===== config.mk =====
export PLATFORM = sky130hd
export DESIGN_NAME = i2c_reg16_port
export DESIGN_NICKNAME = d
export VERILOG_FILES = /design/src/rtl/i2c_reg16_pkg.sv /design/src/rtl/i2c_line_sync.sv /design/src/rtl/i2c_reg16_bank.sv /design/src/rtl/i2c_tgt_engine.sv /design/src/rtl/i2c_reg16_port.sv
export SDC_FILE = /design/constraint.sdc
export NUM_CORES = 1
export LEC_CHECK = 0
export BUFFER_PORTS_ARGS = -buffer_cell sky130_fd_sc_hd__clkbuf_2
export CORE_ASPECT_RATIO = 1.2
export CORE_MARGIN = 3
export CORE_UTILIZATION = 55
export CTS_CLUSTER_SIZE = 8
export DETAILED_ROUTE_END_ITERATION = 10
export PLACE_DENSITY = 0.73
export SETUP_SLACK_MARGIN = 0.05
export SKIP_LAST_GASP = 1
export SLEW_MARGIN = 5
export SYNTH_ARGS = -nofsm -noshare
export SYNTH_HDL_FRONTEND = slang
export SYNTH_SLANG_ARGS = --single-unit

===== constraint.sdc =====
create_clock -name clk -period 2.2 [get_ports clk]
set_clock_uncertainty 0.1 [all_clocks]
set_input_delay 0.22 -clock clk [delete_from_list [all_inputs] [get_ports clk]]
set_output_delay 0.22 -clock clk [all_outputs]
set_load 0.02 [all_outputs]

===== src/rtl/i2c_reg16_pkg.sv =====
// Shared types and widths for the I2C 16-bit register target.
// Assumes nothing beyond a single clock domain for all users.
package i2c_reg16_pkg;

    localparam int BYTE_W = 8;
    localparam int WORD_W = 16;

    // Protocol engine states.
    typedef enum logic [2:0] {
        ST_IDLE,
        ST_ADDR,
        ST_CMD,
        ST_WDATA,
        ST_ACK,
        ST_RDATA,
        ST_RACK,
        ST_IGNORE
    } tgt_state_e;

endpackage


===== src/rtl/i2c_line_sync.sv =====
// Synchronizes SCL and SDA into the system clock and derives SCL edges
// plus START and STOP conditions. Assumes clk is several times faster
// than SCL so that every bus level lasts more than STAGES+1 cycles.
module i2c_line_sync #(
    parameter int STAGES = 2
) (
    input  logic clk,
    input  logic rst_n,
    input  logic scl_i,
    input  logic sda_i,
    output logic scl_o,
    output logic sda_o,
    output logic scl_rise_o,
    output logic scl_fall_o,
    output logic start_o,
    output logic stop_o
);

    logic [STAGES-1:0] scl_chain;
    logic [STAGES-1:0] sda_chain;
    logic              scl_prev;
    logic              sda_prev;

    // Shift both lines through the synchronizer and keep one older sample.
    always_ff @(posedge clk) begin
        if (!rst_n) begin
            scl_chain <= '1;
            sda_chain <= '1;
            scl_prev  <= 1'b1;
            sda_prev  <= 1'b1;
        end else begin
            scl_chain <= {scl_chain[STAGES-2:0], scl_i};
            sda_chain <= {sda_chain[STAGES-2:0], sda_i};
            scl_prev  <= scl_chain[STAGES-1];
            sda_prev  <= sda_chain[STAGES-1];
        end
    end

    // Edge and bus-condition decode from the current and older samples.
    always_comb begin
        scl_o      = scl_chain[STAGES-1];
        sda_o      = sda_chain[STAGES-1];
        scl_rise_o = scl_o & ~scl_prev;
        scl_fall_o = ~scl_o & scl_prev;
        start_o    = scl_o & scl_prev & sda_prev & ~sda_o;
        stop_o     = scl_o & scl_prev & ~sda_prev & sda_o;
    end

endmodule


===== src/rtl/i2c_reg16_bank.sv =====
// Bank of 16-bit registers with one write-only soft-reset slot.
// Writes to an index outside the bank are dropped; the soft-reset slot
// stores nothing and reads as zero.
module i2c_reg16_bank #(
    parameter int          REG_COUNT  = 4,
    parameter int          SOFT_IDX   = 3,
    parameter logic [15:0] RESET_CODE = 16'h000A,
    parameter logic [15:0] POR_WORD   = 16'h8000
) (
    input  logic                           clk,
    input  logic                           rst_n,
    input  logic                           wr_en,
    input  logic [i2c_reg16_pkg::BYTE_W-1:0] wr_idx,
    input  logic [i2c_reg16_pkg::WORD_W-1:0] wr_data,
    input  logic [i2c_reg16_pkg::BYTE_W-1:0] rd_idx,
    output logic [i2c_reg16_pkg::WORD_W-1:0] rd_data,
    output logic [REG_COUNT*i2c_reg16_pkg::WORD_W-1:0] regs_o
);

    import i2c_reg16_pkg::*;

    localparam logic [BYTE_W-1:0] SOFT_SEL = BYTE_W'(SOFT_IDX);

    logic soft_hit;
    assign soft_hit = wr_en && (wr_idx == SOFT_SEL) && (wr_data == RESET_CODE);

    for (genvar g = 0; g < REG_COUNT; g++) begin : g_word
        localparam logic [BYTE_W-1:0] SLOT = BYTE_W'(g);
        if (g == SOFT_IDX) begin : g_soft
            assign regs_o[g*WORD_W +: WORD_W] = '0;
        end else begin : g_store
            logic [WORD_W-1:0] word_q;
            // Hold one register: own write, soft reset, or keep.
            always_ff @(posedge clk) begin
                if (!rst_n) begin
                    word_q <= POR_WORD;
                end else if (wr_en && wr_idx == SLOT) begin
                    word_q <= wr_data;
                end else if (soft_hit) begin
                    word_q <= POR_WORD;
                end
            end
            assign regs_o[g*WORD_W +: WORD_W] = word_q;
        end
    end

    // Read mux; out-of-range and soft-reset indices return zero.
    always_comb begin
        rd_data = '0;
        for (int i = 0; i < REG_COUNT; i++) begin
            if (rd_idx == BYTE_W'(i)) begin
                rd_data = regs_o[i*WORD_W +: WORD_W];
            end
        end
    end

endmodule


===== src/rtl/i2c_tgt_engine.sv =====
// Byte-level I2C target protocol engine. Receives address, command and
// data bytes, drives ACK and read data, and issues one write pulse per
// complete 16-bit word. Assumes synchronized line inputs and edge strobes.
module i2c_tgt_engine #(
    parameter logic [6:0] TGT_ADDR = 7'h48
) (
    input  logic clk,
    input  logic rst_n,
    input  logic sda_s,
    input  logic scl_rise,
    input  logic scl_fall,
    input  logic start_det,
    input  logic stop_det,
    input  logic [i2c_reg16_pkg::WORD_W-1:0] rd_data,
    output logic sda_oe,
    output logic wr_en,
    output logic [i2c_reg16_pkg::BYTE_W-1:0] wr_idx,
    output logic [i2c_reg16_pkg::WORD_W-1:0] wr_data,
    output logic [i2c_reg16_pkg::BYTE_W-1:0] rd_idx
);

    import i2c_reg16_pkg::*;

    tgt_state_e        state, ack_next;
    logic [3:0]        bit_cnt;
    logic [BYTE_W-1:0] rx_sh, tx_sh, msb_hold, cmd_q, last_wr, rd_ptr;
    logic              byte_sel, cmd_valid, m_nack;

    // Bus protocol sequencing, byte capture and transmit shifting.
    always_ff @(posedge clk) begin
        if (!rst_n) begin
            state     <= ST_IDLE;
            ack_next  <= ST_IDLE;
            bit_cnt   <= '0;
            rx_sh     <= '0;
            tx_sh     <= '1;
            msb_hold  <= '0;
            cmd_q     <= '0;
            last_wr   <= '0;
            rd_ptr    <= '0;
            byte_sel  <= 1'b0;
            cmd_valid <= 1'b0;
            m_nack    <= 1'b1;
            wr_en     <= 1'b0;
            wr_data   <= '0;
        end else begin
            wr_en <= 1'b0;
            if (stop_det) begin
                state     <= ST_IDLE;
                cmd_valid <= 1'b0;
            end else if (start_det) begin
                state    <= ST_ADDR;
                bit_cnt  <= '0;
                byte_sel <= 1'b0;
            end else begin
                case (state)
                    ST_ADDR, ST_CMD, ST_WDATA: begin
                        if (scl_rise && bit_cnt < 4'd8) begin
                            rx_sh   <= {rx_sh[BYTE_W-2:0], sda_s};
                            bit_cnt <= bit_cnt + 4'd1;
                        end else if (scl_fall && bit_cnt == 4'd8) begin
                            bit_cnt <= '0;
                            state   <= ST_ACK;
                            if (state == ST_ADDR) begin
                                if (rx_sh[7:1] != TGT_ADDR) begin
                                    state     <= ST_IGNORE;
                                    cmd_valid <= 1'b0;
                                end else if (rx_sh[0]) begin
                                    ack_next <= ST_RDATA;
                                    rd_ptr   <= cmd_valid ? cmd_q : last_wr;
                                end else begin
                                    ack_next <= ST_CMD;
                                end
                            end else if (state == ST_CMD) begin
                                cmd_q     <= rx_sh;
                                cmd_valid <= 1'b1;
                                byte_sel  <= 1'b0;
                                ack_next  <= ST_WDATA;
                            end else if (!byte_sel) begin
                                msb_hold <= rx_sh;
                                byte_sel <= 1'b1;
                                ack_next <= ST_WDATA;
                            end else begin
                                wr_en    <= 1'b1;
                                wr_data  <= {msb_hold, rx_sh};
                                last_wr  <= cmd_q;
                                byte_sel <= 1'b0;
                                ack_next <= ST_IGNORE;
                            end
                        end
                    end
                    ST_ACK: begin
                        if (scl_fall) begin
                            state   <= ack_next;
                            bit_cnt <= '0;
                            if (ack_next == ST_RDATA) begin
                                tx_sh    <= rd_data[WORD_W-1:BYTE_W];
                                byte_sel <= 1'b0;
                            end
                        end
                    end
                    ST_RDATA: begin
                        if (scl_fall) begin
                            if (bit_cnt == 4'd7) begin
                                state <= ST_RACK;
                            end else begin
                                tx_sh   <= {tx_sh[BYTE_W-2:0], 1'b1};
                                bit_cnt <= bit_cnt + 4'd1;
                            end
                        end
                    end
                    ST_RACK: begin
                        if (scl_rise) begin
                            m_nack <= sda_s;
                        end else if (scl_fall) begin
                            if (!m_nack && !byte_sel) begin
                                state    <= ST_RDATA;
                                tx_sh    <= rd_data[BYTE_W-1:0];
                                byte_sel <= 1'b1;
                                bit_cnt  <= '0;
                            end else begin
                                state <= ST_IGNORE;
                            end
                        end
                    end
                    default: ;
                endcase
            end
        end
    end

    // Pull SDA low for ACK slots and for zero bits of read data.
    always_comb begin
        sda_oe = (state == ST_ACK) || (state == ST_RDATA && !tx_sh[BYTE_W-1]);
        wr_idx = cmd_q;
        rd_idx = rd_ptr;
    end

endmodule


===== src/rtl/i2c_reg16_port.sv =====
// Top of the I2C target port: line synchronizer, protocol engine and
// register bank. Assumes an external pull-up on SDA and that the pad
// pulls SDA low whenever sda_oe_o is high.
module i2c_reg16_port #(
    parameter logic [6:0]  TGT_ADDR    = 7'h48,
    parameter int          REG_COUNT   = 4,
    parameter int          SOFT_IDX    = 3,
    parameter logic [15:0] RESET_CODE  = 16'h000A,
    parameter logic [15:0] POR_WORD    = 16'h8000,
    parameter int          SYNC_STAGES = 2
) (
    input  logic                     clk,
    input  logic                     rst_n,
    input  logic                     scl_i,
    input  logic                     sda_i,
    output logic                     sda_oe_o,
    output logic [REG_COUNT*16-1:0]  regs_o
);

    import i2c_reg16_pkg::*;

    logic              scl_s, sda_s, scl_rise, scl_fall, start_det, stop_det;
    logic              wr_en;
    logic [BYTE_W-1:0] wr_idx, rd_idx;
    logic [WORD_W-1:0] wr_data, rd_data;

    i2c_line_sync #(.STAGES(SYNC_STAGES)) u_sync (
        .clk        (clk),
        .rst_n      (rst_n),
        .scl_i      (scl_i),
        .sda_i      (sda_i),
        .scl_o      (scl_s),
        .sda_o      (sda_s),
        .scl_rise_o (scl_rise),
        .scl_fall_o (scl_fall),
        .start_o    (start_det),
        .stop_o     (stop_det)
    );

    i2c_tgt_engine #(.TGT_ADDR(TGT_ADDR)) u_engine (
        .clk       (clk),
        .rst_n     (rst_n),
        .sda_s     (sda_s),
        .scl_rise  (scl_rise),
        .scl_fall  (scl_fall),
        .start_det (start_det),
        .stop_det  (stop_det),
        .rd_data   (rd_data),
        .sda_oe    (sda_oe_o),
        .wr_en     (wr_en),
        .wr_idx    (wr_idx),
        .wr_data   (wr_data),
        .rd_idx    (rd_idx)
    );

    i2c_reg16_bank #(
        .REG_COUNT  (REG_COUNT),
        .SOFT_IDX   (SOFT_IDX),
        .RESET_CODE (RESET_CODE),
        .POR_WORD   (POR_WORD)
    ) u_bank (
        .clk     (clk),
        .rst_n   (rst_n),
        .wr_en   (wr_en),
        .wr_idx  (wr_idx),
        .wr_data (wr_data),
        .rd_idx  (rd_idx),
        .rd_data (rd_data),
        .regs_o  (regs_o)
    );

endmodule


==> flow_summary.ini, run 1 <==
[min_path]
hold_class = primary input to register
min_to = u_bank.g_word[2].g_store.word_q[14]
worstHoldPathCells = 3
min_from = rst_n

[setup_path]
r2r_setup_slack_ns = 0.10
path_max_fanout = 32
required_ns = 2.44
worstPathArrival_ns = 2.34
worstSetupPathType = register to register
r2r_end = u_bank.g_word[2].g_store.word_q[15]
worstRegToRegCells = 7
timing.rr.start = u_engine.wr_idx[7]
worst_setup_path_end_kind = register
worstSetupStartpointType = register

[sta]
timing.fmax_mhz = 476
fin_crit_ns = 2.10
setup-violations-final = 0
final.period_utilization_pct = 95.5
fin_setup_tns_ns = 0
finalMaxSlewViolations = 0
hold_violations = 0
relSlewSlack_pct = 53.9
worstMarginPinSlew_ns = 0.690

[power]
p_per_area_nw_per_um2 = 767
leakagePower_nw = 2.64
peakVddDrop_mv = 0.549

[die]
initial_utilization_pct = 56.8
dieArea_um2 = 12300
die_x_um = 102
die_h_um = 121
core_area_um2 = 10600
io_pins = 69
core.rowCount = 41

[clock_tree]
path_clk_slew_ns = 0.06
cts_made_buffers = 17
cts_tree = yes
ctsLongestPathBuffers = 2
clock_latency_ns = 0.42
cts_sinks = 132
ctsRootBufferMaster = clkbuf_16
htreeDepth = 4

[placement]
place_inst = 878
placed_area_um2 = 6430
place.gp.congestion = 0.951
port_buffers = 52
dp_hpwl_um = 11100

[global_route]
first_global_vias = 5133
antenna_found_initial = 0
track_usage_pct = 26.4
grt_max_degree = 95
grt_first_pass_wirelength_um = 25600
gr-total-overflow = 0

[detailed_routing]
routed_via_density = 5.93
via_count = 5405
wl_per_cell_um = 17.6
routed_wl_um = 16100
drtIter0Drc = 323
ant_nets = 0
drc_errors = 0
firstDrtPassIters = 5

[yosys]
synth_warnings = 0
ys_types = 67
yosysMostFrequentCell = dfxtp_1
synth_top_cell_area_share_pct = 43.8
yosys-top-cells-area = dfxtp_1 (44%), mux2i_1 (7.6%), nand2_1 (5.9%)
async_flop_share_pct = 0
synth_cells = 717
synth_edf_count = 0
ys_seq_area_share_pct = 43.8
avgSynthCellArea_um2 = 8.41
yosysTopAreaCell = dfxtp_1
synth.cell_area_um2 = 6030
synth-seq-cells = 132
yosys-top-cells-count = dfxtp_1 (132), nand2_1 (95), nand3_1 (67), nor2_1 (55)
ys.flop_type = dfxtp_1

[run]
cap_violations = 0

[cells_and_area]
drive_gt1_share_pct = 17.4
fin_cells = 912
antenna_cells = 0
final_area_um2 = 7080
final_util_pct = 66.6
nFillCells = 879
synthToLayoutAreaGrowth_pct = 17.4
nNetsFinal = 776

[run_status]
status = finished clean
repair_timing:
action                                  4_1_cts  5_1_grt
buffers inserted                              0        0
hold endpoints to repair                      2        0
hold buffers                                  2        0
endpoints found under the setup margin        0       34
gates resized for setup                       0        6
routing by layer:
layer | part of all wire, % | track usage [%] | wire length [um]
met5 | 0 | 0 | 0
met4 | 2.3 | 11.4 | 371
met3 | 5.9 | 6.00 | 955
met2 | 51 | 44.4 | 8120
met1 | 41 | 32.1 | 6610
critical path, stage by stage (launching register included):
cell and delay [ns]:
dfxtp_1 0.33, nor3_1 0.30, buf_4 0.19, nand3_2 0.08
or4_4 0.52, buf_12 0.19, and3b_1 0.18, o21ai_1 0.15
area by class of cell:
type,instances,area (um^2),area share [%]
inverters,16,60.1,0.849
clock inverters,12,153,2.16
well taps,129,161,2.28
multi-input cells,515,3040,43.0
flip-flops and latches,132,2650,37.4
repair buffers,88,561,7.92
clock buffers,20,457,6.45
flip-flops by register name (all words and copies together), names as in the netlist, 2 cells and up:
signal and cells:
u_bank.g_word.g_store.word_q 48, u_engine.ack_next 3, u_engine.bit_cnt 4, u_engine.last_wr 8, u_engine.msb_hold 8, u_engine.rd_idx 8, u_engine.rx_sh 8, u_engine.state 3
u_engine.tx_sh 8, u_engine.wr_data 16, u_engine.wr_idx 8, u_sync.scl_chain 2, u_sync.sda_chain 2
cell families after synthesis:
group | after synthesis | share of synthesized area [%]
xor+xnor | 1 | 0.145
fa+ha+maj | 2 | 0.415
compound gates | 156 | 16.1
flops | 132 | 43.8
buf+inv | 85 | 6.95
mux | 46 | 7.64
simple gates | 294 | 24.8
other cells | 1 | 0.0622
worst max path at each step:
stage	startpoint	end	slack, ns	depth (start not counted)
after floorplan	u_engine.byte_sel	u_engine.tx_sh[1]	0.19	6
after global placement	u_engine.wr_idx[7]	u_bank.g_word[2].g_store.word_q[15]	0.17	7
after detailed placement	u_engine.wr_data[8]	u_bank.g_word[2].g_store.word_q[15]	0.12	6
after CTS	u_engine.wr_data[3]	u_bank.g_word[2].g_store.word_q[15]	0.07	5
after global routing	u_engine.wr_data[15]	u_bank.g_word[2].g_store.word_q[15]	-0.02	6
final	u_engine.wr_idx[7]	u_bank.g_word[2].g_store.word_q[15]	0.10	7
cells in the final DEF, fill, tap and decap left out, types with 15 or more instances in the layout:
master,count
a21oi_1,45
buf_4,32
clkbuf_16,17
clkbuf_2,51
conb_1,16
dfxtp_1,130
inv_1,15
mux2i_1,46
nand2_1,95
nand3_1,67
nand3b_1,17
nor2_1,55
o21ai_0,41
o22ai_1,17
where the power goes:
part	switching, W	internal, W
registers	0.00000776	0.00240
clock network	0.00105	0.00184
logic	0.0000994	0.0000322
total	0.00116	0.00427
stage by stage:
stage	power (W)	hold WS, ns	setup slack [ns]
after floorplan	0.00258	0.221	0.194
after global placement	0.00258	0.292	0.168
after detailed placement	0.00258	0.305	0.122
after CTS	0.00545	0.137	0.0708
after global routing	0.00558	0.167	-0.0175
final	0.00543	0.142	0.100
No activity file was read; power rests on OpenSTA's default activity.
==> inputs of run 2 (changes only) <==
==> constraint.sdc (replaced) <==
create_clock -name clk -period 2.7 [get_ports clk]
set_clock_uncertainty 0.1 [all_clocks]
set_input_delay 0.27 -clock clk [delete_from_list [all_inputs] [get_ports clk]]
set_output_delay 0.27 -clock clk [all_outputs]
set_load 0.02 [all_outputs]
==> flow_summary.ini, run 2 (synthesized netlist as in run 1, its figures left out) <==
[run_status]
status = finished clean

[clock_tree]
htreeDepth = 4
path_clk_slew_ns = 0.06
cts_made_buffers = 17
cts_tree = yes
ctsRootBufferMaster = clkbuf_16
cts_setup_buffers = 0
clock_latency_ns = 0.41
ctsLongestPathBuffers = 2
cts_sinks = 132

[detailed_routing]
drtIter0Drc = 321
via_count = 5363
firstDrtPassIters = 5
routed_wl_um = 15700
routed_via_density = 5.98
wl_per_cell_um = 17.4
drc_errors = 0
ant_nets = 0

[global_route]
first_global_vias = 5026
track_usage_pct = 26.0
grt_max_degree = 61
grt_first_pass_wirelength_um = 25300
antenna_found_initial = 0
gr-total-overflow = 0

[die]
core_area_um2 = 10600
die_x_um = 102
initial_utilization_pct = 56.8
dieArea_um2 = 12300
core.rowCount = 41
die_h_um = 121
io_pins = 69

[sta]
fin_crit_ns = 2.23
rsz0062_at_grt = no
fin_setup_tns_ns = 0
relSlewSlack_pct = 27.4
final.period_utilization_pct = 82.7
setup-violations-final = 0
finalMaxSlewViolations = 0
timing.fmax_mhz = 448
hold_violations = 0
worstMarginPinSlew_ns = 1.09

[cells_and_area]
largest_register_ffs = 48
multi_input_area_um2 = 3020
nNetsFinal = 762
synthToLayoutAreaGrowth_pct = 14.9
drive_gt1_share_pct = 14.8
fin_cells = 897
mostFrequentLayoutCells = dfxtp_1 (132), nand2_1 (95), nand3_1 (67), nor2_1 (55), clkbuf_2 (51)
nFillCells = 880
antenna_cells = 0
largestRegisters = u_bank.g_word.g_store.word_q x48, u_engine.wr_data x16
seqCellArea_um2 = 2640
top_register = u_bank.g_word.g_store.word_q
final_common_cell = dfxtp_1

[setup_path]
crit_path_frequent_cell = nor2_1
r2r_end = u_engine.rd_idx[1]
worstSetupStartpointType = register
critPathTopFamily = simple AND/OR/NAND/NOR gates
worstRegToRegCells = 5
worstSetupPathType = register to register
worst_setup_path_end_kind = register
r2r_setup_slack_ns = 0.47
cp_cell_sequence = nand2b_1, nor2_1, and4_1, nor2_1, a211oi_1
path_buf_inv = 0
required_ns = 2.90
slowest_stage = dfxtp_1
timing.rr.start = u_engine.state[0]
critPathMaxStageDelay_ns = 0.63
worstPathArrival_ns = 2.44
path_max_fanout = 17

[run]
cap_violations = 0

[min_path]
min_from = rst_n
hold_class = primary input to register
worstHoldPathCells = 4
min_to = u_engine.tx_sh[4]

[power]
peakVddDrop_mv = 0.677
p_per_area_nw_per_um2 = 638
leakagePower_nw = 2.55

[placement]
place.gp.congestion = 0.961
port_buffers = 52
place_inst = 864
dp_hpwl_um = 10700
run 2: cell types whose count changed in the layout (fill, tap and decap cells not counted), sizes merged:
cell / delta
clkbuf: +3
buf: -14
clkinvlp: -2
inv: -1
clkinv: -1
run 2: metal layers:
layer / global-route usage [%] / up-vias / part of all wire, %
li1: - / 2590 / -
met1: 32.9 / 2531 / 43
met2: 42.8 / 200 / 49
met3: 4.56 / 42 / 5.4
met4: 11.9 / 0 / 2.9
met5: 0 / - / 0
run 2: tightest hold or removal path: stages:
cell	delay (ns)
buf_2	0.11
clkinv_1	0.09
nor4_4	0.08
a32oi_1	0.16
run 2: how the worst max path moves through the flow:
stage | start | endpoint | slack, ns | depth (start not counted)
final | u_engine.state[0] | u_engine.rd_idx[1] | 0.47 | 5
after global routing | u_engine.state[0] | u_engine.rd_idx[1] | 0.20 | 5
after CTS | u_engine.state[0] | u_engine.rd_idx[1] | 0.44 | 5
after detailed placement | u_engine.state[0] | u_engine.rd_idx[1] | 0.47 | 5
after global placement | u_engine.bit_cnt[0] | u_engine.rd_idx[1] | 0.49 | 7
after floorplan | u_engine.byte_sel | u_engine.tx_sh[1] | 0.69 | 6
run 2: cell type report:
| class | count | share of cell area [%] |
|---|---|---|
| sequential | 132 | 38.1 |
| timing repair buffer | 74 | 6.21 |
| clock buffer | 23 | 7.04 |
| multi-input combinational | 515 | 43.6 |
| inverter | 16 | 0.867 |
| clock inverter | 8 | 1.79 |
| tap | 129 | 2.33 |
run 2: where the power goes:
group	leakage [nW]	internal (W)	switching, W
combinational	1.19	0.0000223	0.0000788
sequential	1.06	0.00195	0.00000808
clock	0.295	0.00154	0.000814
run 2: per-stage QoR:
step	util, %	worst slack [ns]	total power [W]	hold slack [ns]	area [um^2]
global placement	59.3	0.493	0.00210	0.290	6300
finish	65.2	0.468	0.00442	0.247	6930
global route	65.2	0.200	0.00454	0.267	6930
floorplan	-	0.694	0.00210	0.271	6080
CTS	65.2	0.445	0.00444	0.243	6930
detailed placement	59.3	0.474	0.00210	0.299	6300
run 2: repair_timing:
action | 4_1_cts | 5_1_grt
hold buffers | 2 | 0
hold endpoints to repair | 2 | 0
setup endpoints to repair | 0 | 0
resized for setup | 0 | 0
==> inputs of run 3 (changes only) <==
--- a/config.mk
+++ b/config.mk
@@ -5,6 +5,7 @@
 export SDC_FILE = /design/constraint.sdc
 export NUM_CORES = 1
 export LEC_CHECK = 0
+export ABC_AREA = 1
 export BUFFER_PORTS_ARGS = -buffer_cell sky130_fd_sc_hd__clkbuf_2
 export CORE_ASPECT_RATIO = 1.2
 export CORE_MARGIN = 3
==> constraint.sdc (replaced) <==
create_clock -name clk -period 2.1 [get_ports clk]
set_clock_uncertainty 0.1 [all_clocks]
set_input_delay 0.21 -clock clk [delete_from_list [all_inputs] [get_ports clk]]
set_output_delay 0.21 -clock clk [all_outputs]
set_load 0.02 [all_outputs]
==> flow_summary.ini, run 3 <==
[die]
io_pins = 69
initial_utilization_pct = 57.1
die_h_um = 121
core.rowCount = 41
dieArea_um2 = 12300
core_area_um2 = 10600
die_x_um = 102

[power]
p_int_w = 0.00465
pwr-share-seq_pct = 41.0
switching_share_pct = 31.0
leakagePower_nw = 2.96
p_per_area_nw_per_um2 = 958
p_total_w = 0.00674
clock_power_share_pct = 41.3
peakVddDrop_mv = 0.525
switchingPower_w = 0.00209
combPwrFrac_pct = 17.7

[yosys]
async_flop_share_pct = 0
yosys-top-cells-count = nand2_1 (192), dfxtp_1 (132), nand3_1 (108), a21oi_1 (97), nor2_1 (89)
yosysMostFrequentCell = nand2_1
avgSynthCellArea_um2 = 6.98
synth-seq-cells = 132
synth_top_cell_area_share_pct = 43.6
ys.flop_type = dfxtp_1
yosys-top-cells-area = dfxtp_1 (44%), nand2_1 (12%), nand3_1 (8.9%)
synth_cells = 868
synth.cell_area_um2 = 6060
synth_edf_count = 0
ys_seq_area_share_pct = 43.6
yosysTopAreaCell = dfxtp_1
synth_warnings = 0
ys_types = 34

[clock_tree]
ctsLongestPathBuffers = 2
htreeDepth = 4
ctsRootBufferMaster = clkbuf_16
cts_setup_buffers = 0
path_clk_slew_ns = 0.06
cts_tree = yes
cts_sinks = 132
cts_made_buffers = 17
clock_latency_ns = 0.41

[placement]
port_buffers = 52
place.gp.congestion = 0.956
dp_hpwl_um = 11800
place_inst = 1030

[sta]
relSlewSlack_pct = 62.8
hold_violations = 0
worstMarginPinSlew_ns = 0.558
fin_crit_ns = 1.93
finalMaxSlewViolations = 0
timing.hold.ws_ns = 0.155
rsz0062_at_grt = no
timing.fmax_mhz = 518
setup-violations-final = 0
final.period_utilization_pct = 92.0
fin_setup_tns_ns = 0

[cells_and_area]
synthToLayoutAreaGrowth_pct = 16.0
fin_cells = 1064
largestRegisters = u_bank.g_word.g_store.word_q x48, u_engine.wr_data x16
mostFrequentLayoutCells = nand2_1 (192), dfxtp_1 (131), nand3_1 (107), a21oi_1 (97), nor2_1 (89)
drive_gt1_share_pct = 15.1
final_common_cell = nand2_1
nNetsFinal = 928
antenna_cells = 0
nFillCells = 940
largest_register_ffs = 48
top_register = u_bank.g_word.g_store.word_q

[setup_path]
path_max_fanout = 9
timing.rr.start = u_engine.state[0]
slowest_stage = dfxtp_1
worstPathArrival_ns = 2.17
cp.depth = 9
cp-startpoint = u_engine.state[0]
worstSetupPathType = register to register
path_buf_inv = 2
critPathMaxStageDelay_ns = 0.38
required_ns = 2.34
cp_cell_sequence = inv_1, nand3_2, nand2_1, clkinv_1, nand3_1, nand2_1, nor2_1, nand3_1, a21oi_1
worstRegToRegCells = 9
worstSetupStartpointType = register
worst_setup_path_end_kind = register
critPathTopFamily = simple AND/OR/NAND/NOR gates

[detailed_routing]
ant_nets = 0
routed_wl_um = 16700
routed_via_density = 5.73
drc_errors = 0
drtIter0Drc = 420
wl_per_cell_um = 15.7
firstDrtPassIters = 7
via_count = 6095

[global_route]
grt_first_pass_wirelength_um = 27500
antenna_found_initial = 0
grt_max_degree = 49
first_global_vias = 5699
track_usage_pct = 28.1
gr-total-overflow = 0

[min_path]
worstHoldPathCells = 3
min_from = rst_n
hold_class = primary input to register

[run_status]
status = finished clean

[run]
cap_violations = 0
## run 3: changes by cell type after synthesis, moves of 9 or more
cell and delta:
inv_1 +39, nand2b_1 -14, nand3b_1 -16, a211oi_1 -13, nand4_1 +17, mux2i_1 -46, nand2_1 +97, nand3_1 +41
o22ai_1 -17, a21oi_1 +51, nor2_1 +34, buf_1 -9, o21ai_0 +26
## run 3: per-layer routing
layer,part of all wire [%],track usage (%),vias up
li1,-,-,2951
met1,41,35.3,2827
met2,48,45.2,272
met3,7.3,5.92,45
met4,3.8,14.4,0
met5,0,0,-
## run 3: layout make-up
cell class / count / area, um^2 / share of cell area (%)
Inverter: 64 / 240 / 3.42
Tap cell: 129 / 161 / 2.30
Timing Repair Buffer: 76 / 470 / 6.69
Sequential cell: 132 / 2640 / 37.6
Multi-Input combinational cell: 631 / 2950 / 42.0
Clock buffer: 18 / 429 / 6.11
Clock inverter: 14 / 134 / 1.90
## run 3: logic make-up after synthesis
logic type,count (synthesis),synth area share [%]
compound gates,171,14.4
other cells,1,0.0619
fa+ha+maj,2,0.413
flops,132,43.6
simple gates,441,32.4
xor+xnor,1,0.145
buf+inv,120,8.92
## run 3: what timing repair did
action                                 in CTS  in global routing
hold buffers                                2                  0
setup endpoints to repair                   0                 16
resized for setup                           0                  5
endpoints found under the hold margin       2                  0
## run 3: power by group through the flow
stage / clock (W) / sequential [W] / combinational [W]
floorplan: 0 / 0.00276 / 0.000959
global placement: 0 / 0.00280 / 0.00109
detailed placement: 0 / 0.00280 / 0.00113
CTS: 0.00280 / 0.00275 / 0.00115
global route: 0.00294 / 0.00278 / 0.00133
finish: 0.00278 / 0.00276 / 0.00119
## run 3: metrics by stage
| step | setup WS, ns | utilization, % | instance area [um^2] |
|---|---|---|---|
| after floorplan | 0.373 | - | 6110 |
| after global placement | 0.212 | 60.5 | 6430 |
| after detailed placement | 0.110 | 60.5 | 6430 |
| after CTS | 0.0930 | 66.0 | 7010 |
| after global routing | 0.0536 | 66.2 | 7030 |
| final | 0.168 | 66.2 | 7030 |
## run 3: final timing paths
kind	to	slack, ns
setup / recovery	u_engine.bit_cnt[3]	0.17
setup reg to reg	u_engine.bit_cnt[3]	0.17
hold reg to reg	u_sync.sda_chain[1]	0.32
hold / removal	u_bank.g_word[1].g_store.word_q[4]	0.16
## run 3: worst register-to-register path, cell delays in order, from the launching register on
cell      delay, ns
dfxtp_1        0.38
inv_1          0.20
nand3_2        0.17
nand2_1        0.17
clkinv_1       0.27
nand3_1        0.19
nand2_1        0.07
nor2_1         0.09
nand3_1        0.09
a21oi_1        0.14
